**config.mk**
```make
export PLATFORM = sky130hd
export DESIGN_NAME = nand_seq_top
export DESIGN_NICKNAME = d
export VERILOG_FILES = /design/src/rtl/nbs_pkg.sv /design/src/rtl/nbs_gap_track.sv /design/src/rtl/nbs_busy_watch.sv /design/src/rtl/nand_seq_top.sv
export SDC_FILE = /design/constraint.sdc
export NUM_CORES = 1
export LEC_CHECK = 0
export BUFFER_PORTS_ARGS = -buffer_cell sky130_fd_sc_hd__buf_2
export CAP_MARGIN = 30
export CORE_UTILIZATION = 52
export CTS_CLUSTER_SIZE = 24
export DETAILED_ROUTE_END_ITERATION = 10
export MAX_ROUTING_LAYER = met4
export PLACE_DENSITY = 0.76
export SLEW_MARGIN = 10
export SYNTH_ARGS = -nofsm -noshare
export SYNTH_HDL_FRONTEND = slang
export SYNTH_HIERARCHICAL = 1
export SYNTH_SLANG_ARGS = --single-unit
```
**constraint.sdc**
```tcl
create_clock -name clk -period 2.6 [get_ports clk]
set_clock_uncertainty 0.2 [all_clocks]
set_input_delay 0.65 -clock clk [delete_from_list [all_inputs] [get_ports clk]]
set_output_delay 0.65 -clock clk [all_outputs]
set_load 0.02 [all_outputs]
```
**src/rtl/nbs_pkg.sv**
```systemverilog
package nbs_pkg;

    typedef enum logic [2:0] {
        OP_CMD    = 3'd0,
        OP_ADDR   = 3'd1,
        OP_WDATA  = 3'd2,
        OP_RDATA  = 3'd3,
        OP_WAITRB = 3'd4
    } op_e;

    typedef enum logic [2:0] {
        S_IDLE,
        S_GAP,
        S_LOW,
        S_HIGH,
        S_BUSY
    } st_e;

    typedef struct packed {
        logic       ce_n;
        logic       cle;
        logic       ale;
        logic       we_n;
        logic       re_n;
        logic       oe;
        logic [7:0] dout;
    } bus_t;

    localparam bus_t BUS_REST = '{ce_n: 1'b1, cle: 1'b0, ale: 1'b0,
                                  we_n: 1'b1, re_n: 1'b1, oe: 1'b0, dout: 8'h00};

    function automatic int ns2clk(input int ns, input int per);
        int c;
        c = (ns + per - 1) / per;
        return (c < 1) ? 1 : c;
    endfunction

    function automatic int imax(input int a, input int b);
        return (a > b) ? a : b;
    endfunction

endpackage

```
**src/rtl/nbs_gap_track.sv**
```systemverilog
module nbs_gap_track
    import nbs_pkg::*;
#(
    parameter int CNT_W = 12
) (
    input  logic             clk,
    input  logic             rst,
    input  logic             we_rise,
    input  op_e              we_kind,
    input  logic             rdy_seen,
    output logic [CNT_W-1:0] since_we,
    output logic [CNT_W-1:0] since_rdy,
    output op_e              last_kind
);
    // Counters read as "cycles from the event edge to the coming edge",
    // saturating so an old event never wraps into a false short gap.
    always_ff @(posedge clk) begin
        if (rst) begin
            since_we  <= '1;
            since_rdy <= '1;
            last_kind <= OP_WDATA;
        end else begin
            if (we_rise) begin
                since_we  <= CNT_W'(1);
                last_kind <= we_kind;
            end else if (since_we != '1) begin
                since_we <= since_we + 1'b1;
            end
            if (rdy_seen) begin
                since_rdy <= CNT_W'(1);
            end else if (since_rdy != '1) begin
                since_rdy <= since_rdy + 1'b1;
            end
        end
    end

    a_r4_rise_restarts: assert property (@(posedge clk) disable iff (rst)
        we_rise |=> (since_we == CNT_W'(1)));

endmodule

```
**src/rtl/nbs_busy_watch.sv**
```systemverilog
module nbs_busy_watch #(
    parameter int LIMIT = 50
) (
    input  logic clk,
    input  logic rst,
    input  logic arm,
    input  logic sample,
    input  logic rdy_in,
    output logic seen_ready,
    output logic timed_out
);
    localparam int CW = $clog2(LIMIT + 1);

    logic [CW-1:0] lo_cnt;

    assign seen_ready = sample && rdy_in;
    assign timed_out  = sample && !rdy_in && (lo_cnt == CW'(LIMIT - 1));

    always_ff @(posedge clk) begin
        if (rst || arm) begin
            lo_cnt <= '0;
        end else if (sample && !rdy_in && !timed_out) begin
            lo_cnt <= lo_cnt + 1'b1;
        end
    end

    a_r9_count_bound: assert property (@(posedge clk) disable iff (rst)
        lo_cnt <= CW'(LIMIT - 1));

    a_r9_one_outcome: assert property (@(posedge clk) disable iff (rst)
        !(seen_ready && timed_out));

endmodule

```
**src/rtl/nand_seq_top.sv**
```systemverilog
module nand_seq_top
    import nbs_pkg::*;
#(
    parameter int CLK_NS     = 10,
    parameter int WP_NS      = 15,
    parameter int WH_NS      = 10,
    parameter int LS_NS      = 10,
    parameter int LH_NS      = 5,
    parameter int RP_NS      = 15,
    parameter int REH_NS     = 10,
    parameter int REA_NS     = 18,
    parameter int ADL_NS     = 100,
    parameter int WHR_NS     = 60,
    parameter int RR_NS      = 20,
    parameter int AR_NS      = 10,
    parameter int WB_NS      = 100,
    parameter int BUSY_LIMIT = 50,
    parameter int CNT_W      = 12
) (
    input  logic       clk,
    input  logic       rst,
    input  logic       req_valid,
    output logic       req_ready,
    input  logic [2:0] req_op,
    input  logic [7:0] req_byte,
    output logic [7:0] rsp_data,
    output logic       rsp_valid,
    output logic       op_done,
    output logic       op_err,
    output logic       nf_ce_n,
    output logic       nf_cle,
    output logic       nf_ale,
    output logic       nf_we_n,
    output logic       nf_re_n,
    output logic       nf_io_oe,
    output logic [7:0] nf_io_out,
    input  logic [7:0] nf_io_in,
    input  logic       nf_rdy
);
    localparam int WLO_C  = imax(ns2clk(WP_NS, CLK_NS), ns2clk(LS_NS, CLK_NS));
    localparam int WHI_C  = imax(ns2clk(WH_NS, CLK_NS), ns2clk(LH_NS, CLK_NS));
    localparam int RLO_C  = imax(ns2clk(RP_NS, CLK_NS), ns2clk(REA_NS, CLK_NS));
    localparam int RHI_C  = ns2clk(REH_NS, CLK_NS);
    localparam int ADL_C  = ns2clk(ADL_NS, CLK_NS);
    localparam int RR_C   = ns2clk(RR_NS, CLK_NS);
    localparam int WB_C   = ns2clk(WB_NS, CLK_NS);
    localparam int RDA_C  = WHI_C + ns2clk(AR_NS, CLK_NS);
    localparam int RDC_C  = imax(ns2clk(WHR_NS, CLK_NS), RDA_C);

    localparam logic [CNT_W-1:0] WLO_V = CNT_W'(WLO_C);
    localparam logic [CNT_W-1:0] WHI_V = CNT_W'(WHI_C);
    localparam logic [CNT_W-1:0] RLO_V = CNT_W'(RLO_C);
    localparam logic [CNT_W-1:0] RHI_V = CNT_W'(RHI_C);
    localparam logic [CNT_W-1:0] RR_V  = CNT_W'(RR_C);
    localparam logic [CNT_W-1:0] WB_V  = CNT_W'(WB_C);
    localparam logic [CNT_W-1:0] RDA_V = CNT_W'(RDA_C);
    localparam logic [CNT_W-1:0] RDC_V = CNT_W'(RDC_C);
    localparam logic [CNT_W:0]   ADL_V = (CNT_W+1)'(ADL_C);
    localparam logic [CNT_W:0]   WLO_W = (CNT_W+1)'(WLO_C);

    st_e              st;
    op_e              op_q;
    logic [7:0]       byte_q;
    logic [CNT_W-1:0] cnt;
    bus_t             bus;

    logic [CNT_W-1:0] since_we;
    logic [CNT_W-1:0] since_rdy;
    op_e              last_kind;
    logic             we_rise;
    logic             gap_ok;
    logic             watch_arm;
    logic             watch_sample;
    logic             seen_ready;
    logic             timed_out;
    logic [CNT_W:0]   adl_sum;

    assign we_rise      = (st == S_LOW) && (cnt == '0) && (op_q != OP_RDATA);
    assign watch_arm    = (st == S_GAP) && gap_ok && (op_q == OP_WAITRB);
    assign watch_sample = (st == S_BUSY) && (since_we >= WB_V);
    assign adl_sum      = {1'b0, since_we} + WLO_W;

    // Gap the pending step must leave behind the previous bus event.
    always_comb begin
        case (op_q)
            OP_WDATA: gap_ok = (last_kind != OP_ADDR) || (adl_sum >= ADL_V);
            OP_RDATA: gap_ok = (since_rdy >= RR_V)
                            && ((last_kind != OP_CMD)  || (since_we >= RDC_V))
                            && ((last_kind != OP_ADDR) || (since_we >= RDA_V));
            default:  gap_ok = 1'b1;
        endcase
    end

    nbs_gap_track #(.CNT_W(CNT_W)) u_gap (
        .clk       (clk),
        .rst       (rst),
        .we_rise   (we_rise),
        .we_kind   (op_q),
        .rdy_seen  (seen_ready),
        .since_we  (since_we),
        .since_rdy (since_rdy),
        .last_kind (last_kind)
    );

    nbs_busy_watch #(.LIMIT(BUSY_LIMIT)) u_busy (
        .clk        (clk),
        .rst        (rst),
        .arm        (watch_arm),
        .sample     (watch_sample),
        .rdy_in     (nf_rdy),
        .seen_ready (seen_ready),
        .timed_out  (timed_out)
    );

    always_ff @(posedge clk) begin
        if (rst) begin
            st        <= S_IDLE;
            op_q      <= OP_CMD;
            byte_q    <= '0;
            cnt       <= '0;
            bus       <= BUS_REST;
            rsp_data  <= '0;
            rsp_valid <= 1'b0;
            op_done   <= 1'b0;
            op_err    <= 1'b0;
        end else begin
            rsp_valid <= 1'b0;
            op_done   <= 1'b0;
            op_err    <= 1'b0;
            unique case (st)
                S_IDLE: begin
                    if (req_valid) begin
                        op_q     <= op_e'(req_op);
                        byte_q   <= req_byte;
                        bus.ce_n <= 1'b0;
                        st       <= S_GAP;
                    end
                end
                S_GAP: begin
                    if (gap_ok) begin
                        case (op_q)
                            OP_CMD, OP_ADDR, OP_WDATA: begin
                                bus.we_n <= 1'b0;
                                bus.cle  <= (op_q == OP_CMD);
                                bus.ale  <= (op_q == OP_ADDR);
                                bus.oe   <= 1'b1;
                                bus.dout <= byte_q;
                                cnt      <= WLO_V - 1'b1;
                                st       <= S_LOW;
                            end
                            OP_RDATA: begin
                                bus.re_n <= 1'b0;
                                cnt      <= RLO_V - 1'b1;
                                st       <= S_LOW;
                            end
                            OP_WAITRB: st <= S_BUSY;
                            default: begin
                                op_done <= 1'b1;
                                op_err  <= 1'b1;
                                st      <= S_IDLE;
                            end
                        endcase
                    end
                end
                S_LOW: begin
                    if (cnt == '0) begin
                        if (op_q == OP_RDATA) begin
                            bus.re_n <= 1'b1;
                            rsp_data <= nf_io_in;
                            cnt      <= RHI_V - 1'b1;
                        end else begin
                            bus.we_n <= 1'b1;
                            cnt      <= WHI_V - 1'b1;
                        end
                        st <= S_HIGH;
                    end else begin
                        cnt <= cnt - 1'b1;
                    end
                end
                S_HIGH: begin
                    if (cnt == '0) begin
                        bus.cle   <= 1'b0;
                        bus.ale   <= 1'b0;
                        bus.oe    <= 1'b0;
                        op_done   <= 1'b1;
                        rsp_valid <= (op_q == OP_RDATA);
                        st        <= S_IDLE;
                    end else begin
                        cnt <= cnt - 1'b1;
                    end
                end
                S_BUSY: begin
                    if (seen_ready) begin
                        op_done <= 1'b1;
                        st      <= S_IDLE;
                    end else if (timed_out) begin
                        op_done <= 1'b1;
                        op_err  <= 1'b1;
                        st      <= S_IDLE;
                    end
                end
                default: st <= S_IDLE;
            endcase
        end
    end

    assign req_ready = (st == S_IDLE);
    assign nf_ce_n   = bus.ce_n;
    assign nf_cle    = bus.cle;
    assign nf_ale    = bus.ale;
    assign nf_we_n   = bus.we_n;
    assign nf_re_n   = bus.re_n;
    assign nf_io_oe  = bus.oe;
    assign nf_io_out = bus.dout;

    a_r2_ready_drops: assert property (@(posedge clk) disable iff (rst)
        (req_valid && req_ready) |=> !req_ready);

    a_r3_latch_excl: assert property (@(posedge clk) disable iff (rst)
        !(nf_cle && nf_ale));

    a_r3_strobe_excl: assert property (@(posedge clk) disable iff (rst)
        !(!nf_we_n && !nf_re_n));

    a_r4_adl_gap: assert property (@(posedge clk) disable iff (rst)
        ($rose(nf_we_n) && (op_q == OP_WDATA) && ($past(last_kind) == OP_ADDR))
            |-> ({1'b0, $past(since_we)} >= ADL_V));

    a_r5_turnaround: assert property (@(posedge clk) disable iff (rst)
        ($fell(nf_re_n) && (last_kind == OP_CMD)) |-> (since_we > RDC_V));

    a_r7_settle: assert property (@(posedge clk) disable iff (rst)
        ((st == S_BUSY) && (since_we < WB_V)) |=> (st == S_BUSY));

    a_r8_ready_gap: assert property (@(posedge clk) disable iff (rst)
        $fell(nf_re_n) |-> (since_rdy > RR_V));

    a_r9_err_with_done: assert property (@(posedge clk) disable iff (rst)
        op_err |-> op_done);

    a_r11_ce_holds: assert property (@(posedge clk) disable iff (rst)
        !nf_ce_n |=> !nf_ce_n);

endmodule

```
==> flow_metrics.tcl <==
set metrics [dict create \
    status "finished clean" \
    reg2reg_depth 7 \
    dr.max_layer_used "met4" \
    cts.htree.levels 3 \
    antenna_found_initial 0 \
    synth-seq-cells 84 \
    gr-total-overflow 0 \
    drv_cap 0 \
    clock_latency_ns 0.37 \
    portBuffers 48 \
    utilization 0.653 \
    drive_gt1_frac 0.240 \
    wl_met2_um 4440 \
    p_leak_nw 2.01 \
    cts_sinks 84 \
    ys_types 68 \
    clk_transition_reported_paths_ns 0.11 \
    core_um2 7410 \
    yosysTopAreaCell "dfxtp_1" \
    fin_nets 568 \
    wl_met1_um 4360 \
    ctsHoldBuffers 0 \
    netlist_area_um2 4070 \
    gp_congestion 0.823 \
    vias 3811 \
    cts_tree "built" \
    antenna_cells 0 \
    synth_area_leaders "dfxtp_1, a21oi_1, nand2_1" \
    finalSetupViolCount 0 \
    cts_buffer_depth 2 \
    dp_hpwl_um 6630 \
    area_growth_pct 18.9 \
    ir_worst_vdd_mv 0.669 \
    routed_wl_um 9430 \
    dr.pass1.iters 5 \
    ioPinCount 49 \
    crit_type "reg -> reg" \
    die_h_um 90.5 \
    async_flop_share 0 \
    track_usage 0.247 \
    grt_pass1_wl_um 16200 \
    die_w_um 90.5 \
    synthCells 472 \
    hold_path_class "reg -> reg" \
    critPathLaunchType "register" \
    grt_pass1_vias 3518 \
    r2r_slack_ns 0.11 \
    slew_viol_final 0 \
    yosysTopAreaCellShare 0.413 \
    preCtsSetupSlack_ns -0.0403 \
    ys.flop_type "dfxtp_1" \
    endpoint_kind "register" \
    syn_nets 500 \
    synth-edff-count 0 \
    crit_fanout 23 \
    initialDrtViolationCount 211 \
    worst_r2r_startpoint "u_gap/since_we[9]" \
    arrival_ns 2.56 \
    die-area_um2 8190 \
    whs_ns 0.264 \
    timing.final.crit_share 0.960 \
    whs_path_depth 2 \
    grt_max_degree 25 \
    period_needed_ns 2.49 \
    drc 0 \
    ant_nets 0 \
    rows 31 \
    fin_ws_ns 0.105 \
    syn_avg_cell_area_um2 8.63 \
    fill_cells 611 \
    dr_wl_met3_um 455 \
    start_util 0.550 \
    wl_per_cell_um 14.6 \
    critPathLaunch "u_gap/since_we[9]" \
    via_per_inst 5.92 \
    reg2reg_to "st[0]" \
    yosysSeqAreaShare 0.413 \
    slew_headroom 0.540 \
    setup.worst_path.end "st[0]" \
    power.density_nw_per_um2 1150 \
    fin_setup_tns_ns 0 \
    worst_pin_slew_ns 0.689 \
    root_buffer "clkbuf_8" \
    min_from "byte_q[7]" \
    fmaxAchievable_mhz 401 \
    required_ns 2.67 \
    cts_buffers 9 \
    finalHoldViolCount 0 \
    total_power_mw 5.56 \
    ys_warn_count 6 \
]
==> sequential cells by signal, indices dropped and copies added (netlist names), 3 cells and up <==
| register | flops |
|---|---|
| u_gap/since_rdy | 12 |
| cnt | 12 |
| u_gap/since_we | 12 |
| op_q | 3 |
| st | 3 |
| u_gap/last_kind | 3 |
| rsp_data | 8 |
| byte_q | 8 |
| nf_io_out | 8 |
| u_busy/lo_cnt | 6 |
==> stage by stage <==
| stage | area (µm²) | std cells |
|---|---|---|
| floorplan | 4080 | 472 |
| global placement | 4590 | 627 |
| detailed placement | 4590 | 627 |
| CTS | 4790 | 643 |
| global route | 4840 | 644 |
| finish | 4840 | 644 |
==> placed cells by master (no fill, tap or decap), types with 4 or more instances in the layout <==
master / n
and2_1: 4
nor3_1: 11
o21ai_1: 6
a31oi_1: 6
buf_2: 48
o21ai_0: 23
mux2i_1: 18
inv_1: 17
clkbuf_8: 9
ha_1: 5
nor2_1: 30
o31ai_1: 13
nand3_1: 26
nand3b_1: 4
a21oi_1: 45
nand2_1: 50
nor4_1: 9
dfxtp_1: 84
buf_4: 29
a21oi_2: 5
or4_1: 14
or3_1: 6
==> layer usage <==
layer  global-route usage  vias to the layer above
li1                     -                     1884
met1                0.318                     1810
met2                0.383                       99
met3               0.0463                       18
met4               0.0968                        0
met5                    -                        -
==> worst max-delay path, stage by stage, from the launching register on <==
cell and delay [ns]:
dfxtp_1 0.32, or4_4 0.56, buf_4 0.17, nor3_1 0.35, o221a_4 0.36, buf_12 0.18
nor4_1 0.08, nor4_1 0.19
==> layout make-up <==
cell class,count,area (µm²),share of cell area
tap,99,124,0.0256
multi-input combinational,349,2280,0.471
inverter,17,63.8,0.0132
clock inverter,7,67.6,0.0140
sequential,84,1680,0.347
clock buffer,9,124,0.0256
timing repair buffer,79,498,0.103
==> cell families (layout without fill, tap and decap cells) <==
logic type,Yosys count,after routing,synth area share
compound gates,127,127,0.200
xor+xnor,2,2,0.00430
fa+ha+maj,6,6,0.0178
buf+inv,39,112,0.0421
flops,84,84,0.413
mux,18,18,0.0442
simple gates,196,196,0.278
==> cells in the mapped netlist (4+ instances only) <==
master	count
or3_1	6
nand3b_1	4
or4_1	14
nor4_1	9
a31oi_1	6
nand2_1	50
o21ai_0	23
inv_1	17
ha_1	5
nor3_1	12
a21oi_2	5
buf_2	5
o31ai_1	13
clkbuf_1	15
nand3_1	26
nor2_1	32
dfxtp_1	84
and2_1	4
o21ai_1	6
a21oi_1	45
mux2i_1	18
==> report_power, final <==
group / internal [mW] / switching, mW / total (mW)
Combinational: 1.15 / 1.63 / 2.77
Clock: 0.372 / 0.533 / 0.905
Sequential: 1.61 / 0.282 / 1.89
==> worst min-delay path by stage <==
stage,end,slack [ns]
detailed placement,nf_ce_n,0.25
floorplan,u_gap/last_kind[1],0.23
CTS,byte_q[7],0.26
finish,byte_q[7],0.26
global placement,nf_ce_n,0.23
global route,byte_q[2],0.28
==> timing repair <==
| item | CTS | global route |
|---|---|---|
| resized for setup | 2 | 7 |
| gates cloned | 0 | 0 |
| setup buffers | 0 | 1 |
| pin swaps | 0 | 3 |
| endpoints found under the setup margin | 8 | 10 |
Power figures use the tool's default switching activity.
